`src/rtl/rtc_pkg.sv`:
```
package rtc_pkg;
    localparam int ADDR_W = 12;
    localparam int DATA_W = 32;

    localparam logic [ADDR_W-1:0] OFS_COUNT  = 12'h000;
    localparam logic [ADDR_W-1:0] OFS_MATCH  = 12'h004;
    localparam logic [ADDR_W-1:0] OFS_LOAD   = 12'h008;
    localparam logic [ADDR_W-1:0] OFS_CTRL   = 12'h00C;
    localparam logic [ADDR_W-1:0] OFS_MASK   = 12'h010;
    localparam logic [ADDR_W-1:0] OFS_RAW    = 12'h014;
    localparam logic [ADDR_W-1:0] OFS_MSTAT  = 12'h018;
    localparam logic [ADDR_W-1:0] OFS_CLEAR  = 12'h01C;
    localparam logic [6:0]        ID_PAGE    = 7'h7F;   // paddr[11:5] of 0xFE0..0xFFF

    typedef enum logic {AL_QUIET, AL_RAISED} alarm_state_e;

    function automatic logic [7:0] id_byte(input logic [2:0] idx);
        logic [7:0] b;
        unique case (idx)
            3'd0: b = 8'h31;
            3'd1: b = 8'h10;
            3'd2: b = 8'h14;
            3'd3: b = 8'h00;
            3'd4: b = 8'h0D;
            3'd5: b = 8'hF0;
            3'd6: b = 8'h05;
            3'd7: b = 8'hB1;
        endcase
        return b;
    endfunction
endpackage

```
`src/rtl/rtc_tick_gen.sv`:
```
module rtc_tick_gen #(
    parameter int DIV = 100_000_000
) (
    input  logic clk,
    input  logic rst_n,
    output logic tick_o
);
    localparam int CW = (DIV > 1) ? $clog2(DIV) : 1;
    localparam logic [CW-1:0] LAST = CW'(DIV - 1);

    logic [CW-1:0] pre_q;

    assign tick_o = (pre_q == LAST);

    always_ff @(posedge clk or negedge rst_n) begin
        if (!rst_n)      pre_q <= '0;
        else if (tick_o) pre_q <= '0;
        else             pre_q <= pre_q + 1'b1;
    end

    generate
        if (DIV > 1) begin : g_pulse_chk
            // a tick lasts one cycle when the divider is above one
            assert_tick_single_R2: assert property (@(posedge clk) disable iff (!rst_n)
                tick_o |=> !tick_o);
        end
    endgenerate
endmodule

```
`src/rtl/rtc_sec_counter.sv`:
```
module rtc_sec_counter #(
    parameter int W = 32
) (
    input  logic         clk,
    input  logic         rst_n,
    input  logic         tick_i,
    input  logic         load_i,
    input  logic [W-1:0] load_val_i,
    output logic [W-1:0] count_o,
    output logic [W-1:0] count_nxt_o
);
    logic [W-1:0] cnt_q;

    always_comb begin
        if (load_i)      count_nxt_o = load_val_i;
        else if (tick_i) count_nxt_o = cnt_q + 1'b1;
        else             count_nxt_o = cnt_q;
    end

    always_ff @(posedge clk or negedge rst_n) begin
        if (!rst_n) cnt_q <= '0;
        else        cnt_q <= count_nxt_o;
    end

    assign count_o = cnt_q;

    assert_count_step_R2: assert property (@(posedge clk) disable iff (!rst_n)
        (tick_i && !load_i) |=> (count_o == $past(count_o) + 1'b1));

    assert_load_wins_R3: assert property (@(posedge clk) disable iff (!rst_n)
        load_i |=> (count_o == $past(load_val_i)));
endmodule

```
`src/rtl/rtc_alarm_fsm.sv`:
```
module rtc_alarm_fsm
    import rtc_pkg::*;
#(
    parameter int W = 32
) (
    input  logic         clk,
    input  logic         rst_n,
    input  logic         eval_i,
    input  logic [W-1:0] count_nxt_i,
    input  logic [W-1:0] match_nxt_i,
    input  logic         clear_i,
    output logic         raised_o
);
    alarm_state_e state_q, state_d;
    logic hit;

    assign hit = eval_i && (count_nxt_i == match_nxt_i);

    always_comb begin
        state_d = state_q;
        unique case (state_q)
            AL_QUIET:  if (hit) state_d = AL_RAISED;                 // raise
            AL_RAISED: if (clear_i && !hit) state_d = AL_QUIET;      // acknowledge
        endcase
    end

    always_ff @(posedge clk or negedge rst_n) begin
        if (!rst_n) state_q <= AL_QUIET;
        else        state_q <= state_d;
    end

    always_comb raised_o = (state_q == AL_RAISED);

    // any compare hit leaves the alarm raised
    assert_hit_raises_R4: assert property (@(posedge clk) disable iff (!rst_n)
        hit |=> raised_o);

    assert_clear_drops_R7: assert property (@(posedge clk) disable iff (!rst_n)
        (clear_i && !hit) |=> !raised_o);
endmodule

```
`src/rtl/rtc_alarm_apb.sv`:
```
module rtc_alarm_apb
    import rtc_pkg::*;
#(
    parameter int TICKS_PER_SEC = 100_000_000
) (
    input  logic              clk,
    input  logic              rst_n,
    input  logic              psel,
    input  logic              penable,
    input  logic              pwrite,
    input  logic [ADDR_W-1:0] paddr,
    input  logic [DATA_W-1:0] pwdata,
    output logic [DATA_W-1:0] prdata,
    output logic              irq_o
);
    logic              wr_en, wr_match, wr_load, wr_mask, wr_clear;
    logic              tick, raised;
    logic [DATA_W-1:0] match_q, load_q, match_nxt, count, count_nxt;
    logic              mask_q;
    logic [DATA_W-1:0] rd_data;

    assign wr_en    = psel && penable && pwrite;
    assign wr_match = wr_en && (paddr == OFS_MATCH);
    assign wr_load  = wr_en && (paddr == OFS_LOAD);
    assign wr_mask  = wr_en && (paddr == OFS_MASK);
    assign wr_clear = wr_en && (paddr == OFS_CLEAR);

    rtc_tick_gen #(.DIV(TICKS_PER_SEC)) u_tick (
        .clk(clk), .rst_n(rst_n), .tick_o(tick)
    );

    rtc_sec_counter #(.W(DATA_W)) u_cnt (
        .clk(clk), .rst_n(rst_n), .tick_i(tick), .load_i(wr_load),
        .load_val_i(pwdata), .count_o(count), .count_nxt_o(count_nxt)
    );

    assign match_nxt = wr_match ? pwdata : match_q;

    rtc_alarm_fsm #(.W(DATA_W)) u_alarm (
        .clk(clk), .rst_n(rst_n),
        .eval_i(tick || wr_load || wr_match),
        .count_nxt_i(count_nxt), .match_nxt_i(match_nxt),
        .clear_i(wr_clear), .raised_o(raised)
    );

    always_ff @(posedge clk or negedge rst_n) begin
        if (!rst_n) begin
            match_q <= '0;
            load_q  <= '0;
            mask_q  <= 1'b0;
        end else begin
            if (wr_match) match_q <= pwdata;
            if (wr_load)  load_q  <= pwdata;
            if (wr_mask)  mask_q  <= pwdata[0];
        end
    end

    always_comb begin
        rd_data = '0;
        if (paddr[ADDR_W-1:5] == ID_PAGE && paddr[1:0] == 2'b00) begin
            rd_data = {{(DATA_W-8){1'b0}}, id_byte(paddr[4:2])};
        end else begin
            unique case (paddr)
                OFS_COUNT: rd_data = count;
                OFS_MATCH: rd_data = match_q;
                OFS_LOAD:  rd_data = load_q;
                OFS_CTRL:  rd_data = 32'd1;
                OFS_MASK:  rd_data = {31'd0, mask_q};
                OFS_RAW:   rd_data = {31'd0, raised};
                OFS_MSTAT: rd_data = {31'd0, raised & mask_q};
                default:   rd_data = '0;
            endcase
        end
    end

    assign prdata = (psel && !pwrite) ? rd_data : '0;
    assign irq_o  = raised & mask_q;

    assert_mask_bit0_R6: assert property (@(posedge clk) disable iff (!rst_n)
        wr_mask |=> (mask_q == $past(pwdata[0])));

    assert_match_store_R5: assert property (@(posedge clk) disable iff (!rst_n)
        wr_match |=> (match_q == $past(pwdata)));
endmodule

```
`config.mk`:
```
export PLATFORM = sky130hd
export DESIGN_NAME = rtc_alarm_apb
export DESIGN_NICKNAME = d
export VERILOG_FILES = /design/src/rtl/rtc_pkg.sv /design/src/rtl/rtc_tick_gen.sv /design/src/rtl/rtc_sec_counter.sv /design/src/rtl/rtc_alarm_fsm.sv /design/src/rtl/rtc_alarm_apb.sv
export SDC_FILE = /design/constraint.sdc
export NUM_CORES = 1
export LEC_CHECK = 0
export ABC_AREA = 1
export CELL_PAD_IN_SITES_DETAIL_PLACEMENT = 0
export CELL_PAD_IN_SITES_GLOBAL_PLACEMENT = 2
export CORE_UTILIZATION = 32
export DETAILED_ROUTE_END_ITERATION = 10
export HOLD_SLACK_MARGIN = 0.1
export PLACE_DENSITY = 0.86
export SLEW_MARGIN = 20
export SYNTH_ARGS = -nofsm -noshare
export SYNTH_HDL_FRONTEND = slang
export SYNTH_SLANG_ARGS = --single-unit
export TNS_END_PERCENT = 20
```
`constraint.sdc`:
```
create_clock -name clk -period 3.24 [get_ports clk]
set_input_delay 0.648 -clock clk [delete_from_list [all_inputs] [get_ports clk]]
set_output_delay 0.648 -clock clk [all_outputs]
set_load 0.005 [all_outputs]
```
After elaboration in Yosys (flattened, before gate mapping) --
Memories as Yosys holds them, arrays and structs flattened. Index checks and enable logic that the tools add are counted.
Word-level totals: register bits 125, bits in latches 0, RAM bits 0, ROM bits 56, bits of input ports 49, output and inout bits 33, logic and storage cells 47, memories kept 1
Memories:
- (name not given) | words 8, width 7, rd ports 1, clocked after memory_dff 0, write ports 0, RTL line rtc_pkg.sv:19 | unique case (idx)
Operators by class: add/sub/neg operators 2, multipliers 0, divide/modulo/power cells 0, $lt $le $gt $ge 0, equal/unequal tests 10, shift-type cells 0, multiplexer cells 10, bitwise gates (word level) 2, reductions and logical operators 16
Operators by type and width (number):
- $pmux 32 s7 | 1
- $mux 32 | 5
- $eq 12x5->1 const B | 4
- $add 32x1->32 const B | 1
- $eq 32x32->1 | 1
- $add 27x1->27 const B | 1
- $eq 27x27->1 const B | 1
- $mux 27 | 1
- $eq 12x4->1 const B | 2
- $eq 12x3->1 const B | 1
- $logic_not 12->1 | 1
- $logic_and 1x1->1 | 10
- $eq 7x7->1 const B | 1
- $logic_not 1->1 | 2
- $logic_not 2->1 | 1
- $logic_or 1x1->1 | 2
- $mux 1 | 2
- $pmux 1 s2 | 1
- $and 1x1->1 | 1
- $not 1->1 | 1

Logic depth before layout (Yosys ltp) --
depth after elaboration 10, gate-level depth with buffers 20, gate-level depth less buffers 19

Modules after synthesis --
A second synthesis with hierarchy kept.
Unflattened totals: cell total of the unflattened synthesis 1181, area, all modules 8221.6 um^2
By module, submodules not included:
- rtc_alarm_apb | times used 1, cells an instance 528, area each 3902.5 um^2, sequential area each 1626.6 um^2
- rtc_sec_counter | times used 1, cells an instance 310, area each 2148.3 um^2, sequential area each 800.8 um^2
- rtc_tick_gen | times used 1, cells an instance 228, area each 1624.1 um^2, sequential area each 675.6 um^2
- rtc_alarm_fsm | times used 1, cells an instance 115, area each 546.8 um^2, sequential area each 25.0 um^2

Worst setup path before layout --
Ideal clock, no wire load.
path kind input port to output port, from in paddr[9], to out prdata[5], data arrival time 2041 ps, data required time 2592 ps, setup slack 551 ps, cell stages on the path 12, buffers on the path 1, cells stage by stage nor2_1 -> nand2_1 -> nor2_1 -> inv_1 -> nor2_1 -> inv_1 -> nor2_1 -> clkbuf_1 -> nand2_1 -> o2111ai_1 -> nand3_1 -> inv_1
On the way: word-level cells in the longest chain between the ends 4, elaborated cells between the ends (all ways) 12, classes of those cells eq/ne: 7; mux: 3; reduce/logical: 2
Ends and longest elaborated chain:
- start: declaration | RTL line rtc_alarm_apb.sv:11 | input logic [ADDR_W-1:0] paddr,
- $eq 12x5->1, or another cell as far along | RTL line rtc_alarm_apb.sv:63 | unique case (paddr)
- $pmux 32 s7 or $logic_and 1x1->1 (tied branches) | RTL line rtc_alarm_apb.sv:63, rtc_alarm_apb.sv:60
- $mux 32 (*) | RTL line rtc_alarm_apb.sv:60 | if (paddr[ADDR_W-1:5] == ID_PAGE && paddr[1:0] == 2'b00) begin
- $mux 32 (*) | RTL line rtc_alarm_apb.sv:76 | assign prdata = (psel && !pwrite) ? rd_data : '0;
- end: declaration | RTL line rtc_alarm_apb.sv:13 | output logic [DATA_W-1:0] prdata,
Mark *: on every way between the ends. The rest lies on a longest branch, timed or not.

Worst setup path in the final report --
from in paddr[1], to out prdata[24]
On the way: word-level cells in the longest chain between the ends 4, elaborated cells between the ends (all ways) 12, classes of those cells eq/ne: 6; mux: 3; reduce/logical: 3
Ends and longest elaborated chain (RTL line):
- $eq 12x5->1, or another cell as far along | rtc_alarm_apb.sv:63
- $pmux 32 s7 or $logic_and 1x1->1 (tied branches) | rtc_alarm_apb.sv:63, rtc_alarm_apb.sv:60
- $mux 32 (*) | rtc_alarm_apb.sv:60
- $mux 32 (*) | rtc_alarm_apb.sv:76
Marks and branches as above.

==> results.py <==
metrics = {
    "floorplan": {
        "num_io_pins": 82,
        "start_util": 0.3286,
        "die_w_um": 160.5,
        "die-area_mm2": 0.02576,
        "core-area_mm2": 0.02446,
        "die_y_um": 160.5,
        "num_rows": 57,
    },
    "power": {
        "leakage_nw": 5.556,
        "pwr-share-seq": 0.423,
        "vdd_drop_max_v": 0.0002928,
        "powerDensity_mw_per_mm2": 343.3,
        "comb_power_share": 0.043,
        "p_switching_mw": 0.9063,
        "switching_share": 0.2454,
        "p_int_mw": 2.787,
        "clockPowerShare": 0.533,
    },
    "final_layout": {
        "most-common-layout-cells": "nand2_1, inv_1, nor2_1",
        "nets": 1428,
        "antenna_cells": 0,
        "drive_above_1_share": 0.1619,
        "area_growth_pct": 33.81,
        "final_common_cell": "nand2_1",
    },
    "synthesis": {
        "ys_types": 43,
        "synthSimpleGateAreaFrac": 0.3650,
        "synth_top_family_by_area": "simple AND/OR/NAND/NOR gates",
        "avgSynthCellArea_um2": 6.694,
        "syn-num-nets": 1252,
        "synthMuxAreaShare": 0.001868,
        "synth.yosys.warnings": 0,
        "synth.yosys.seq_area_share": 0.3891,
        "synth_seq_cells": 125,
        "syn_area_mm2": 0.008039,
        "syn_inst": 1201,
        "synth_ff_type": "dfrtp_1",
        "synthAdderAreaFrac": 0.003113,
        "synth_compound_area_frac": 0.1133,
        "synthXorXnorAreaFrac": 0.01416,
        "async_flop_share": 1.000,
        "synth_edf_count": 0,
    },
    "route": {
        "vias": 8339,
        "wl_um": 27870,
        "drtPass1Iterations": 5,
        "drt_iter0_drc": 528,
        "via_per_inst": 4.865,
        "ant_nets": 0,
        "drc_errors": 0,
        "wl_per_cell_um": 16.26,
    },
    "sta": {
        "setup_viol": 2,
        "tightestPinTransition_ns": 0.4858,
        "skew_ns": 0.009766,
        "rsz0062_at_grt": "true",
        "slew_viol_final": 0,
        "clock.fmax_ghz": 0.2914,
        "setup_ws_ns": -0.1915,
        "relSlewSlack": 0.6750,
        "period_minus_slack_ns": 3.432,
        "hold_violations": 0,
        "hold_ws_ns": 0.1786,
        "finalCritPeriodShare": 1.059,
    },
    "outcome": {
        "status": "complete, but fails checks",
        "failed_checks": "negative setup slack",
    },
    "setup_path": {
        "end_kind": "output pin",
        "crit_arrival_ns": 2.78,
        "crit_fanout": 9,
        "cpPeakStageDelay_ns": 0.47,
        "path_cells": "clkdlybuf4s50_1, nor2_2, inv_2, nor2_4, buf_4, nand3_1, inv_2, buf_12, a221oi_1, nor2_2, clkdlybuf4s50_1",
        "worstSetupPathType": "primary input to output pin",
        "cp-start-kind": "primary input",
        "slowest_stage": "clkdlybuf4s50_1",
        "cp.required_ns": 2.59,
    },
    "global_route": {
        "grtUsageTotal": 0.2200,
        "overflow": 0,
        "antenna_found_initial": 0,
        "grt_pass1_vias": 8067,
        "grt_max_degree": 62,
        "grt_pass1_wl_um": 43700,
    },
    "cts": {
        "numCtsBuffers": 17,
        "holdBufCountCts": 0,
        "htree_levels": 4,
        "cts_root_buf": "clkbuf_16",
        "clock-sinks": 125,
        "clkSlewWorstSetupHoldPaths_ns": 0.06,
        "cts_tree": "built",
        "cts_buffer_depth": 2,
        "clk_latency_ns": 0.43,
    },
    "placement": {
        "gp_congestion": 0.8762,
        "numPortBuffers": 81,
        "dp_hpwl_um": 21070,
        "post-place-ws_ns": -0.4787,
    },
    "run": {
        "drv_cap": 0,
    },
    "min_path": {
        "min_path_type": "primary input to asynchronous set/reset pin",
    },
}
[power by group through the flow]
stage	sequential, mW	combinational [mW]	clock (mW)
floorplan	1.59	0.0261	0
finish	1.56	0.161	1.97
detailed placement	1.59	0.159	0
global placement	1.59	0.158	0
CTS	1.56	0.161	1.99
global route	1.56	0.177	2.07
[final cells by class]
type                    instances  area, um^2
repair buffers                188        1783
clock inverters                14       157.7
fillers                      2481       13710
inverters                     195       734.5
clock buffers                  18       429.2
well taps                     324       405.4
flip-flops and latches        125        3128
multi-input cells             850        4119
[repair_timing]
action,4_1_cts,5_1_grt
setup endpoints to repair,32,33
gates resized for setup,49,62
gates cloned,0,1
setup buffers,11,6
pin swaps,10,8
[metrics by stage]
step / std cells / setup TNS (ns) / instance area (um^2) / total power [mW] / util
finish: 1714 / -0.3389 / 10760 / 3.693 / 0.4397
global route: 1714 / -1.110 / 10760 / 3.809 / 0.4397
CTS: 1707 / -2.826 / 10590 / 3.720 / 0.4328
detailed placement: 1664 / -10.94 / 9868 / 1.751 / 0.4034
global placement: 1664 / -9.512 / 9868 / 1.751 / 0.4034
floorplan: 1201 / 0 / 8039 / 1.619 / -
[Yosys cell counts, types with 2 or more instances]
master | instances | area share
nand2_1 | 344 | 0.16
inv_1 | 189 | 0.088
nor2_1 | 141 | 0.066
dfrtp_1 | 125 | 0.39
nand3_1 | 113 | 0.070
o21ai_0 | 52 | 0.032
a21oi_1 | 35 | 0.022
o21ai_1 | 19 | 0.012
o22ai_1 | 18 | 0.014
nand4_1 | 16 | 0.012
nor3_1 | 15 | 0.0093
clkbuf_1 | 14 | 0.0065
nor2_2 | 13 | 0.010
a221oi_1 | 11 | 0.012
xor2_1 | 11 | 0.012
buf_2 | 9 | 0.0056
nand2_2 | 8 | 0.0062
buf_6 | 7 | 0.0098
nand3b_1 | 7 | 0.0065
inv_2 | 6 | 0.0028
nand3_2 | 4 | 0.0050
nor2_4 | 4 | 0.0056
nor3_2 | 4 | 0.0050
nor4_1 | 4 | 0.0031
o21a_1 | 4 | 0.0037
o21ai_2 | 4 | 0.0044
a31oi_1 | 3 | 0.0023
o21bai_1 | 3 | 0.0028
ha_1 | 2 | 0.0031
o31ai_1 | 2 | 0.0019
xnor2_1 | 2 | 0.0022
[worst max-delay path: cells and delay by family]
| family | cells | cell delay [ns] |
|---|---|---|
| AO/OA/AOI/OAI | 1 | 0.47 |
| buffers and inverters | 6 | 1.37 |
| AND/OR/NAND/NOR | 4 | 0.29 |
[state kept, by name (all words and copies together) (netlist names)]
name	flops
match_q	32
u_tick.pre_q	27
load_q	32
u_cnt.count_o	32
u_alarm.raised_o	1
mask_q	1
[per-layer routing]
layer / wire (um) / part of all wire / vias to the layer above / track usage
li1: - / - / 4182 / -
met1: 12930 / 0.46 / 3944 / 0.2913
met2: 13340 / 0.48 / 192 / 0.3707
met3: 1073 / 0.039 / 21 / 0.03280
met4: 527 / 0.019 / 0 / 0.06320
met5: 0 / 0 / - / 0
[path summary, 6_finish.rpt]
| check | startpoint | endpoint | slack, ns | cells after the start |
|---|---|---|---|---|
| worst min register to register | u_tick.pre_q[0] | u_tick.pre_q[0] | 0.46 | 1 |
| worst max register to register | u_tick.pre_q[0] | u_alarm.raised_o | 0.45 | 20 |
| worst min-delay path | rst_n | u_tick.pre_q[11] | 0.18 | 1 |
| worst max-delay path | paddr[1] | prdata[24] | -0.19 | 11 |
| min in group clk | u_tick.pre_q[0] | u_tick.pre_q[0] | 0.46 | 1 |
| max in group asynchronous | rst_n | match_q[22] | 2.21 | 2 |
[logic make-up after synthesis]
kind of cell,after synthesis
AOI/OAI and AO/OA,157
xor gates and xnor gates,13
adders and majority gates,2
buffers and inverters,226
DFF,125
muxes,1
and+or+nand+nor,677
No activity file was read; power rests on OpenSTA's default activity.
